File: src/rtl/flash_cmd_pkg.sv
// Package: shared constants and types for the flash command decoder.
// Assumes byte-wide data; command codes are fixed by the bus protocol.
package flash_cmd_pkg;

    localparam int NREG = 5;          // boot, param1, param2, main1, main2

    localparam logic [7:0] KEY_A     = 8'hAA;
    localparam logic [7:0] KEY_B     = 8'h55;
    localparam logic [7:0] OP_PROG   = 8'hA0;
    localparam logic [7:0] OP_LONG   = 8'h80;
    localparam logic [7:0] OP_ID_IN  = 8'h90;
    localparam logic [7:0] OP_ID_OUT = 8'hF0;
    localparam logic [7:0] OP_CHIP   = 8'h10;
    localparam logic [7:0] OP_SECTOR = 8'h30;
    localparam logic [7:0] OP_LOCK   = 8'h40;

    typedef enum logic [2:0] {
        ST_IDLE, ST_K1, ST_K2, ST_PROG, ST_L1, ST_L2, ST_L3
    } seq_state_t;

    typedef enum logic [2:0] {
        CMD_NONE, CMD_PROG, CMD_CHIP, CMD_SECTOR, CMD_LOCK, CMD_ID_IN, CMD_ID_OUT
    } cmd_t;

endpackage

File: src/rtl/flash_seq_fsm.sv
// Module: flash_seq_fsm
// Tracks the unlock/command write sequence and names the command that the
// current write completes. Assumes wr_ok is already gated by busy.
// Any mismatching write returns to idle.
module flash_seq_fsm
    import flash_cmd_pkg::*;
#(
    parameter int ADDR_W = 17,
    parameter int DATA_W = 8,
    parameter int CMP_W  = 15
) (
    input  logic              clk,
    input  logic              rst_n,
    input  logic              wr_ok,
    input  logic [ADDR_W-1:0] addr,
    input  logic [DATA_W-1:0] data,
    output cmd_t              cmd
);
    localparam logic [CMP_W-1:0] ADDR_K5 = CMP_W'(17'h05555);
    localparam logic [CMP_W-1:0] ADDR_K2 = CMP_W'(17'h02AAA);

    seq_state_t state, state_nx;
    logic       at5, at2;

    assign at5 = (addr[CMP_W-1:0] == ADDR_K5);
    assign at2 = (addr[CMP_W-1:0] == ADDR_K2);

    // Next state and completed command for the current write
    always_comb begin
        state_nx = state;
        cmd      = CMD_NONE;
        if (wr_ok) begin
            state_nx = ST_IDLE;
            unique case (state)
                ST_IDLE: begin
                    if (at5 && data == KEY_A)   state_nx = ST_K1;
                    else if (data == OP_ID_OUT) cmd = CMD_ID_OUT;
                end
                ST_K1: if (at2 && data == KEY_B) state_nx = ST_K2;
                ST_K2: if (at5) begin
                    if (data == OP_PROG)        state_nx = ST_PROG;
                    else if (data == OP_LONG)   state_nx = ST_L1;
                    else if (data == OP_ID_IN)  cmd = CMD_ID_IN;
                    else if (data == OP_ID_OUT) cmd = CMD_ID_OUT;
                end
                ST_PROG: cmd = CMD_PROG;
                ST_L1: if (at5 && data == KEY_A) state_nx = ST_L2;
                ST_L2: if (at2 && data == KEY_B) state_nx = ST_L3;
                ST_L3: begin
                    if (data == OP_SECTOR)            cmd = CMD_SECTOR;
                    else if (at5 && data == OP_CHIP)  cmd = CMD_CHIP;
                    else if (at5 && data == OP_LOCK)  cmd = CMD_LOCK;
                end
                default: state_nx = ST_IDLE;
            endcase
        end
    end

    // Sequence state register
    always_ff @(posedge clk) begin
        if (!rst_n) state <= ST_IDLE;
        else        state <= state_nx;
    end

endmodule

File: src/rtl/flash_region_decode.sv
// Module: flash_region_decode
// Maps an address to a one-hot region mask. Assumes the bases are ascending
// and region 0 (boot) starts at address zero.
module flash_region_decode
    import flash_cmd_pkg::*;
#(
    parameter int                ADDR_W  = 17,
    parameter logic [ADDR_W-1:0] P1_BASE = 17'h04000,
    parameter logic [ADDR_W-1:0] P2_BASE = 17'h06000,
    parameter logic [ADDR_W-1:0] M1_BASE = 17'h08000,
    parameter logic [ADDR_W-1:0] M2_BASE = 17'h10000
) (
    input  logic [ADDR_W-1:0] addr,
    output logic [NREG-1:0]   mask
);
    localparam logic [ADDR_W-1:0] BASES [NREG] =
        '{'0, P1_BASE, P2_BASE, M1_BASE, M2_BASE};

    // One comparator window per region
    for (genvar i = 0; i < NREG; i++) begin : g_reg
        if (i == NREG - 1) begin : g_last
            assign mask[i] = (addr >= BASES[i]);
        end else begin : g_mid
            assign mask[i] = (addr >= BASES[i]) && (addr < BASES[i+1]);
        end
    end

endmodule

File: src/rtl/flash_cmd_decoder.sv
// Module: flash_cmd_decoder (top)
// Turns recognised write sequences into one-cycle requests for the array
// back end and applies boot-region protection. Assumes the back end owns
// the lockout flag and the chip-erase busy flag.
module flash_cmd_decoder
    import flash_cmd_pkg::*;
#(
    parameter int ADDR_W = 17,
    parameter int DATA_W = 8,
    parameter int CMP_W  = 15
) (
    input  logic              clk,
    input  logic              rst_n,
    input  logic              wr_en,
    input  logic [ADDR_W-1:0] wr_addr,
    input  logic [DATA_W-1:0] wr_data,
    input  logic              chip_erase_busy,
    input  logic              boot_locked,
    output logic              prog_req,
    output logic [ADDR_W-1:0] prog_addr,
    output logic [DATA_W-1:0] prog_data,
    output logic              erase_req,
    output logic [NREG-1:0]   erase_mask,
    output logic              lock_req,
    output logic              id_enter,
    output logic              id_exit
);
    localparam logic [NREG-1:0] ALL_REG = '1;
    localparam logic [NREG-1:0] BOOT_REG = NREG'(1);

    logic            wr_ok;
    cmd_t            cmd;
    logic [NREG-1:0] region;
    logic            in_boot_locked;

    assign wr_ok          = wr_en && !chip_erase_busy;
    assign in_boot_locked = region[0] && boot_locked;

    flash_seq_fsm #(.ADDR_W(ADDR_W), .DATA_W(DATA_W), .CMP_W(CMP_W)) u_fsm (
        .clk(clk), .rst_n(rst_n), .wr_ok(wr_ok),
        .addr(wr_addr), .data(wr_data), .cmd(cmd)
    );

    flash_region_decode #(.ADDR_W(ADDR_W)) u_region (
        .addr(wr_addr), .mask(region)
    );

    // Request stage: one registered pulse per completed, permitted command
    always_ff @(posedge clk) begin
        if (!rst_n) begin
            prog_req   <= 1'b0;
            prog_addr  <= '0;
            prog_data  <= '0;
            erase_req  <= 1'b0;
            erase_mask <= '0;
            lock_req   <= 1'b0;
            id_enter   <= 1'b0;
            id_exit    <= 1'b0;
        end else begin
            prog_req  <= 1'b0;
            erase_req <= 1'b0;
            lock_req  <= 1'b0;
            id_enter  <= 1'b0;
            id_exit   <= 1'b0;
            unique case (cmd)
                CMD_PROG: if (!in_boot_locked) begin
                    prog_req  <= 1'b1;
                    prog_addr <= wr_addr;
                    prog_data <= wr_data;
                end
                CMD_SECTOR: if (!in_boot_locked) begin
                    erase_req  <= 1'b1;
                    erase_mask <= region;
                end
                CMD_CHIP: begin
                    erase_req  <= 1'b1;
                    erase_mask <= boot_locked ? (ALL_REG & ~BOOT_REG) : ALL_REG;
                end
                CMD_LOCK:   lock_req <= 1'b1;
                CMD_ID_IN:  id_enter <= 1'b1;
                CMD_ID_OUT: id_exit  <= 1'b1;
                default: ;
            endcase
        end
    end

endmodule

File: config.mk
export PLATFORM = sky130hd
export DESIGN_NAME = flash_cmd_decoder
export DESIGN_NICKNAME = d
export VERILOG_FILES = /design/src/rtl/flash_cmd_pkg.sv /design/src/rtl/flash_seq_fsm.sv /design/src/rtl/flash_region_decode.sv /design/src/rtl/flash_cmd_decoder.sv
export SDC_FILE = /design/constraint.sdc
export NUM_CORES = 1
export LEC_CHECK = 0
export BUFFER_PORTS_ARGS = -buffer_cell sky130_fd_sc_hd__buf_2
export CELL_PAD_IN_SITES_DETAIL_PLACEMENT = 0
export CELL_PAD_IN_SITES_GLOBAL_PLACEMENT = 1
export CORE_UTILIZATION = 39
export DETAILED_ROUTE_END_ITERATION = 12
export PLACE_DENSITY = 0.86
export SLEW_MARGIN = 0
export SYNTH_ARGS = -nofsm -noshare
export SYNTH_HDL_FRONTEND = slang
export SYNTH_HIERARCHICAL = 1
export SYNTH_SLANG_ARGS = --single-unit
File: constraint.sdc
create_clock -name clk -period 3.8 [get_ports clk]
set_input_delay 0.38 -clock clk [delete_from_list [all_inputs] [get_ports clk]]
set_output_delay 0.38 -clock clk [all_outputs]
set_load 0.005 [all_outputs]
; Yosys cells after proc, flatten, opt, wreduce, memory -nomap -nowiden
; Cells that the tools add are included.
[totals]
register_bits = 38
in_bits = 30
[classes]
order_cmp = 9
eq_ne = 24
mux = 27
bitwise_logic = 1
reduce_logical = 16
[op_table]
columns = cell, count
row1 = two-way mux 3 bit, 15
row2 = "equality test 8 bit, second input constant", 5
row3 = ">= comparator 17 x 15 -> 1 bit, second input constant", 2
row4 = "less-than comparator 17 x 15 -> 1 bit, second input constant", 2
row5 = "equality test 3 bit, second input constant", 6
row6 = ">= comparator 17 x 1 -> 1 bit, second input constant", 1
row7 = ">= comparator 17 x 16 -> 1 bit, second input constant", 1
row8 = ">= comparator 17 bit, second input constant", 1
row9 = "less-than comparator 17 x 16 -> 1 bit, second input constant", 1
row10 = "less-than comparator 17 bit, second input constant", 1
row11 = "equality test 8 x 7 -> 1 bit, second input constant", 2
row12 = "equality test 15 x 14 -> 1 bit, second input constant", 1
row13 = "equality test 15 bit, second input constant", 1
row14 = case mux 3 bit (5 select lines), 1
row15 = "equality test 3 x 2 -> 1 bit, second input constant", 4
row16 = case mux 3 bit (4 select lines), 1
row17 = logical AND 1 bit, 10
row18 = case mux 5 bit (2 select lines), 1
row19 = "equality test 8 x 5 -> 1 bit, second input constant", 1
row20 = "equality test 8 x 6 -> 1 bit, second input constant", 1
row21 = "equality test 3 x 1 -> 1 bit, second input constant", 2
row22 = two-way mux 1 bit, 6
row23 = AND reduction 2 bit, 3
row24 = two-way mux 5 bit, 1
row25 = 7 further kinds, 7

; Logic depth before layout (Yosys ltp)
; Gate-level depths: netlist (run 1).
[logic_depth]
word_depth = 11
mapped_depth = 10
mapped_depth_nobuf = 8

; Cells and area by module
; The synthesis (run 1) kept the hierarchy.
[modules_own_cells]
columns = mod, n_inst, cells_each, area_each_um2, seq_area_each_um2
row1 = flash_cmd_decoder, 1, 140, 1366.3, 700.7
row2 = flash_seq_fsm, 1, 60, 475.5, 60.1
row3 = flash_region_decode, 1, 5, 45.0, 0.0

; Worst setup path after synthesis (run 1)
; OpenSTA, ideal clock, no wires.
[synth_path]
path_kind = input -> register
startpoint = input port wr_addr[1]
endpoint = register prog_addr[10]
t_arrival_ns = 2.254
setup_slack_ns = 1.474
stages = 10
cell_sequence = nor4b_4 > nand4_4 > nor4_2 > nand2_1 > a21oi_1 > nand2b_2 > nor2b_2 > buf_6 > buf_12 > mux2i_1
[synth_via]
word_cells_on_any_way = 18
[synth_rtl]
columns = item, line
row1 = "start, declared", flash_cmd_decoder.sv:15  ; input logic [ADDR_W-1:0] wr_addr,
row2 = equality test 15 bit *, flash_seq_fsm.sv:25  ; assign at5 = (addr[CMP_W-1:0] == ADDR_K5);
row3 = logical AND 1 bit, flash_seq_fsm.sv:51  ; else if (at5 && data == OP_CHIP) cmd = CMD_CHIP;
row4 = two-way mux 3 bit, flash_seq_fsm.sv:51
row5 = two-way mux 3 bit, flash_seq_fsm.sv:50  ; if (data == OP_SECTOR) cmd = CMD_SECTOR;
row6 = case mux 3 bit (4 select lines) *, flash_seq_fsm.sv:34  ; unique case (state)
row7 = two-way mux 3 bit *, flash_seq_fsm.sv:32  ; if (wr_ok) begin
row8 = via cmd[0], flash_cmd_decoder.sv:32  ; cmd_t cmd;
row9 = equality test 3 x 1 -> 1 bit *, flash_cmd_decoder.sv:65  ; unique case (cmd)
row10 = AND reduction 2 bit (no source line) *, --
row11 = "end signal, assigned", flash_cmd_decoder.sv:68  ; prog_addr <= wr_addr;
row12 = "end, declared", flash_cmd_decoder.sv:20  ; output logic [ADDR_W-1:0] prog_addr,
; Mark *: on every way through the listed nets, which the timed path passes. The rest lies on a longest branch.
; A chain may end at the register's enable or synchronous reset.

; Worst setup path after layout (run 1)
[layout_path]
startpoint = register u_fsm.state[1]
endpoint = register prog_addr[14]
[layout_via]
elab_chain_cells = 5
word_cells_on_any_way = 8
[layout_rtl]
columns = item, line
row1 = "start, declared", flash_seq_fsm.sv:22  ; seq_state_t state, state_nx;
row2 = "start signal, assigned", flash_seq_fsm.sv:62  ; else state <= state_nx;
row3 = "equality test 3 bit, or another cell as far along", flash_seq_fsm.sv:34
row4 = case mux 3 bit (4 select lines) *, flash_seq_fsm.sv:34
row5 = two-way mux 3 bit *, flash_seq_fsm.sv:32
row6 = via cmd[0], flash_cmd_decoder.sv:32
row7 = equality test 3 x 1 -> 1 bit *, flash_cmd_decoder.sv:65
row8 = AND reduction 2 bit (no source line) *, --
; Marks and branches as above.

==> results of run 1 <==
state kept, by name (all words and copies together), names as in the netlist:
name         cells
erase_mask       5
erase_req        1
id_enter         1
id_exit          1
lock_req         1
prog_addr       17
prog_data        8
prog_req         1
u_fsm/state      3
cells in the final DEF, fill, tap and decap left out, types with 2 or more instances in the layout:
cell type / count
o21ai_0: 3
nor4bb_1: 2
nor2_1: 7
a31oi_1: 2
nand2_1: 58
nand4_1: 2
a21oi_1: 4
nor3_1: 3
and4b_1: 2
nor2b_1: 3
a22oi_1: 2
nor4_1: 2
nor4_2: 2
mux2i_1: 25
inv_1: 3
o221a_2: 5
nand3_1: 4
clkbuf_8: 6
buf_2: 64
nand2b_1: 4
o21ai_1: 3
and2_1: 2
dfxtp_1: 38
worst max-delay path, delay by kind of cell, from the launching register on:
kind | cells | cell delay, ns
compound gates | 1 | 0.45
mux | 1 | 0.20
flops | 1 | 0.48
buf+inv | 1 | 0.23
simple gates | 6 | 1.53
per-stage QoR:
stage	cell area (um2)	util, %	hold slack (ns)	instances	worst slack, ns
2_1_floorplan	1890	-	0.451	205	1.47
3_3_place_gp	2220	49.2	0.442	312	0.852
3_5_place_dp	2220	49.2	0.444	312	0.780
4_1_cts	2310	51.3	0.348	320	0.866
5_1_grt	2310	51.3	0.364	320	0.589
6_report	2310	51.3	0.352	320	0.824
final cells by class:
type	count	area share (%)
repair buffers	65	14.7
multi-input cells	154	45.0
well taps	52	2.81
clock inverters	2	0.541
clock buffers	6	3.57
flip-flops and latches	38	32.9
inverters	3	0.487
power breakdown:
| group | internal, mW | total (mW) | switching (mW) |
|---|---|---|---|
| clock | 0.146 | 0.295 | 0.149 |
| sequential | 0.398 | 0.398 | 0.0000311 |
| combinational | 0.0232 | 0.0613 | 0.0381 |
worst min path at each step:
stage                             start             to  slack, ns
final                       wr_addr[11]  prog_addr[11]       0.35
after global routing         wr_addr[2]   prog_addr[2]       0.36
after CTS                   wr_addr[11]  prog_addr[11]       0.35
after detailed placement   prog_addr[0]   prog_addr[0]       0.44
after global placement    prog_addr[12]  prog_addr[12]       0.44
after floorplan            prog_addr[0]   prog_addr[0]       0.45
routing by layer:
layer | up-vias | global-route usage (%) | part of all wire, %
met5 | - | 0 | 0
met4 | 0 | 5.88 | 1.2
met3 | 7 | 4.50 | 5.5
met2 | 59 | 27.9 | 44
met1 | 741 | 24.5 | 49
li1 | 847 | - | -
cell families (layout without fill, tap and decap cells):
group,count (synthesis),count (layout)
and+or+nand+nor,106,106
DFF,38,38
muxes,25,25
AOI/OAI and AO/OA,23,23
buffers and inverters,13,76
==> out/results.ini, run 1 <==
[sta]
final.setup.tns_ns=0
hold_viol=0
fin_crit_ns=2.98
slew_violations=0
fin_crit_sh_pct=78.3
setup_viol=0
clock_skew_ns=0.00391
fmax_mhz=336
tightestPinTransition_ns=0.964
rsz0062_at_grt=no
slew_headroom_pct=35.7

[die]
ios=65
core_um2=4500
rows=24
initial_core_util_pct=41.9
die_x_um=71.6
die_area_um2=5120
die_h_um=71.6

[clocking]
ctsResizeCount=0
clk_latency_ns=0.29
cts-buffers-inserted=5
cts.clk_slew.worst_paths_ns=0.08
cts-hold-fix-buffers=0
htree_levels=2
cts_max_path_buffers=2
cts_tree=done
cts_root_buf=clkbuf_8
post-cts-setup-buffers=0
clkSinkCount=38

[min_path]
holdPathStages=3
min_path_type=input pin to flop

[critical_path]
worstSetupEndpointType=flop
start_kind=flop
crit_type=flop to flop
crit_required_ns=4.01
crit_path_cell_trace=nor2b_1, nand3_1, nor4_2, nand2_1, a21oi_1, nand2b_2, nor2b_4, buf_12, mux2i_1
cp_data_arrival_time_ns=3.19
r2r_setup_slack_ns=0.82
max_stage_delay_ns=0.48
r2r_end=prog_addr[14]
critPathMaxFanout=15
cpMaxStageDelayCell=dfxtp_1
timing.rr.start=u_fsm/state[1]
crit_path_start=u_fsm/state[1]
endpoint=prog_addr[14]
r2r_cells=9

[synthesis]
synth_top_family_by_area=simple AND/OR/NAND/NOR gates
yosys_warnings=6
ys_top_cells_by_count=nand2_1, dfxtp_1, mux2i_1
yosys.area_share.simple_pct=31.6
ys_seq_area_share_pct=40.3
yosysMostFrequentCell=nand2_1
netlist_top_cells_area=dfxtp_1, mux2i_1, nand2_1
ys_types=44
synthArstFlopShare_pct=0
synth_nets=235
synth_top_area_share_pct=40.3
synth_area_per_cell_um2=9.20
synth_compound_area_share_pct=10.0
synth_mux_area_share_pct=13.3
yosysTopAreaCell=dfxtp_1
synthAdderAreaFrac_pct=0
synth_enable_flop_cells=0
synth_seq_cells=38
syn_inst=205
syn-cell-area_um2=1890
ys.flop_type=dfxtp_1
synth_xor_area_share_pct=0

[global_routing]
grt_pass1_wl_mm=7.20
grt_pass1_vias=1541
track_usage_pct=18.0
antenna_found_initial=0
grt_overflow=0
grt_max_degree=61

[power_and_ir_drop]
vdd_ir_drop_max_mv=0.168
power_density_nw_per_um2=326
p_total_mw=0.754
power.leakage_nw=0.967

[finish]
finalNetCount=297
fillers=456
multi_input_area_um2=1040
drive_gt1_share_pct=33.6
syn2layout_area_growth_pct=22.5
antennaDiodeCount=0
regArea_um2=761

[drt]
dr.pass1.iters=4
drtIter0Drc=79
drt-total-wl_mm=4.41
vias_per_cell=5.17
drc=0
vias=1654
ant_nets=0
wl_per_cell_um=13.8

[run]
maxCapViolCount=0

[placement]
routabilityCongestion=0.855
portBuffers=64
dp_hpwl_mm=3.22

[run_status]
status=complete, no violations

No activity file was read; power rests on OpenSTA's default activity.
==> run 2, diff against run 1 <==
--- a/config.mk
+++ b/config.mk
@@ -8,9 +8,9 @@
 export BUFFER_PORTS_ARGS = -buffer_cell sky130_fd_sc_hd__buf_2
 export CELL_PAD_IN_SITES_DETAIL_PLACEMENT = 0
 export CELL_PAD_IN_SITES_GLOBAL_PLACEMENT = 1
-export CORE_UTILIZATION = 39
+export CORE_UTILIZATION = 33
 export DETAILED_ROUTE_END_ITERATION = 12
-export PLACE_DENSITY = 0.86
+export PLACE_DENSITY = 0.78
 export SLEW_MARGIN = 0
 export SYNTH_ARGS = -nofsm -noshare
 export SYNTH_HDL_FRONTEND = slang
==> constraint.sdc (replaced) <==
create_clock -name clk -period 2.6 [get_ports clk]
set_input_delay 0.26 -clock clk [delete_from_list [all_inputs] [get_ports clk]]
set_output_delay 0.26 -clock clk [all_outputs]
set_load 0.005 [all_outputs]
==> run 2 against run 1 <==
Effect of this change: clock skew increased by 0.0030 ns; non-clock buffer count rose by 5; routed wire length grew 4.8%; worst hold slack lost 0.12 ns; total power increased by 45%.
==> out/results.ini, run 2 (synthesis results as in run 1) <==
[drt]
wl_per_cell_um=13.4  ; -2.8%
drt-total-wl_mm=4.62  ; +4.8%
ant_nets=0  ; unchanged
vias=1675  ; +1.3%
dr.pass1.iters=4  ; unchanged
vias_per_cell=4.86  ; -6.1%
drtIter0Drc=98  ; +24%
drc=0  ; unchanged

[power_and_ir_drop]
power.leakage_nw=0.995  ; +2.9%
vdd_ir_drop_max_mv=0.271  ; +61%
power_density_nw_per_um2=461  ; +41%
p_total_mw=1.10  ; +45%

[clocking]
cts_max_path_buffers=2  ; unchanged
ctsResizeCount=0  ; unchanged
htree_levels=2  ; unchanged
cts_tree=done
cts-buffers-inserted=5  ; unchanged
clkSinkCount=38  ; unchanged
post-cts-setup-buffers=0  ; unchanged
clk_latency_ns=0.29  ; about the same
cts-hold-fix-buffers=0  ; unchanged
cts_root_buf=clkbuf_8
cts.clk_slew.worst_paths_ns=0.08  ; about the same

[global_routing]
grt_max_degree=42  ; -31%
grt_pass1_wl_mm=7.89  ; +9.7%
track_usage_pct=16.9  ; -1.1 points
grt_pass1_vias=1633  ; +6.0%
antenna_found_initial=0  ; unchanged
grt_overflow=0  ; unchanged

[placement]
dpl.cell_count=337  ; +8.0%
dp_hpwl_mm=3.45  ; +7.1%
portBuffers=64  ; unchanged
routabilityCongestion=0.806  ; -5.7%

[run_status]
status=complete, no violations

[finish]
largest_reg_flops=17  ; unchanged
fillers=559  ; +23%
largest_registers=prog_addr: 17 flops, prog_data: 8 flops, erase_mask: 5 flops
postLayoutCoreUtil_pct=43.2  ; -8.2 points
most-common-layout-cells=buf_2, nand2_1, dfxtp_1, mux2i_1, nor2_1
syn2layout_area_growth_pct=26.0
regArea_um2=761  ; unchanged
finalNetCount=302  ; +1.7%
antennaDiodeCount=0  ; unchanged
stdcell_count=345  ; +7.8%
drive_gt1_share_pct=34.8  ; +1.2 points
multi_input_area_um2=1050  ; +0.60%
final_common_cell=buf_2
top_register=prog_addr

[critical_path]
start_kind=flop
cp_data_arrival_time_ns=2.56  ; -0.63 ns
crit_required_ns=2.82  ; -1.19 ns
crit_type=flop to flop
worstSetupEndpointType=flop
critPathMaxFanout=23  ; +8

[sta]
clock_skew_ns=0.00688  ; +0.00297 ns
fmax_mhz=428  ; +27%
slew_violations=0  ; unchanged
setup_viol=0  ; unchanged
tightestPinTransition_ns=0.447  ; -0.517 ns
slew_headroom_pct=70.0  ; +34 points
final.setup.tns_ns=0  ; unchanged
fin_crit_ns=2.34  ; -0.641 ns
fin_crit_sh_pct=89.8  ; +11 points
rsz0062_at_grt=no
hold_viol=0  ; unchanged

[die]
die_x_um=77.6  ; +8.5%
initial_core_util_pct=34.3  ; -7.6 points
rows=27  ; +13%
die_h_um=77.6  ; +8.5%
ios=65  ; unchanged
core_um2=5510  ; +22%
die_area_um2=6020  ; +18%

[min_path]
min_path_type=input pin to flop

[run]
maxCapViolCount=0  ; unchanged

==> run 2: cell types whose count changed in the layout (fill, tap and decap cells not counted), sizes merged <==
| cell | previous run | this run |
|---|---|---|
| clkbuf | 6 | 7 |
| clkinvlp | 1 | 0 |
| buf | 65 | 70 |
==> run 2: power breakdown <==
part	switching, mW	internal (mW)	leakage, nW	total (mW)
clock	0.210	0.214	0.0482	0.424
sequential	0.0000511	0.582	0.306	0.582
combinational	0.0571	0.0346	0.641	0.0917
==> run 2: critical path, stage by stage (launching register included) <==
cell and delay [ns]:
dfxtp_1 0.34, nor3_2 0.36, nand3_1 0.16, nor4_1 0.38
a22oi_1 0.11, a21oi_1 0.22, nand2b_2 0.11, nor2b_4 0.15
buf_12 0.20, mux2i_1 0.21
==> run 2: cell type report <==
type / count / share of cell area (%)
inverters: 3 / 0.474
well taps: 72 / 3.79
flip-flops and latches: 38 / 32.0
clock buffers: 7 / 3.63
repair buffers: 70 / 15.9
clock inverters: 1 / 0.211
multi-input cells: 154 / 44.0
==> run 2: stage by stage <==
step / cell area [um2] / setup slack [ns] / hold slack, ns
after global routing: 2380 / 0.0356 / 0.237
after detailed placement: 2280 / 0.191 / 0.444
final: 2380 / 0.265 / 0.230
after floorplan: 1890 / 0.377 / 0.402
after CTS: 2370 / 0.233 / 0.221
after global placement: 2280 / 0.251 / 0.439
==> run 2: path summary, 6_finish.rpt <==
kind	slack, ns	to	cells past startpoint	from
worst min register to register	0.46	prog_data[3]	2	prog_data[3]
worst max-delay path	0.26	prog_addr[6]	9	u_fsm/state[0]
worst max register to register	0.26	prog_addr[6]	9	u_fsm/state[0]
worst min-delay path	0.23	prog_addr[4]	3	wr_addr[4]
==> run 2: per-layer routing <==
metal,wire length (um),up-vias,GRT usage (%),part of all wire [%]
met2,1970,38,24.7,43
met3,213,3,4.94,4.6
li1,-,856,-,-
met1,2400,778,23.3,52
met4,30,0,6.23,0.65
met5,0,-,0,0
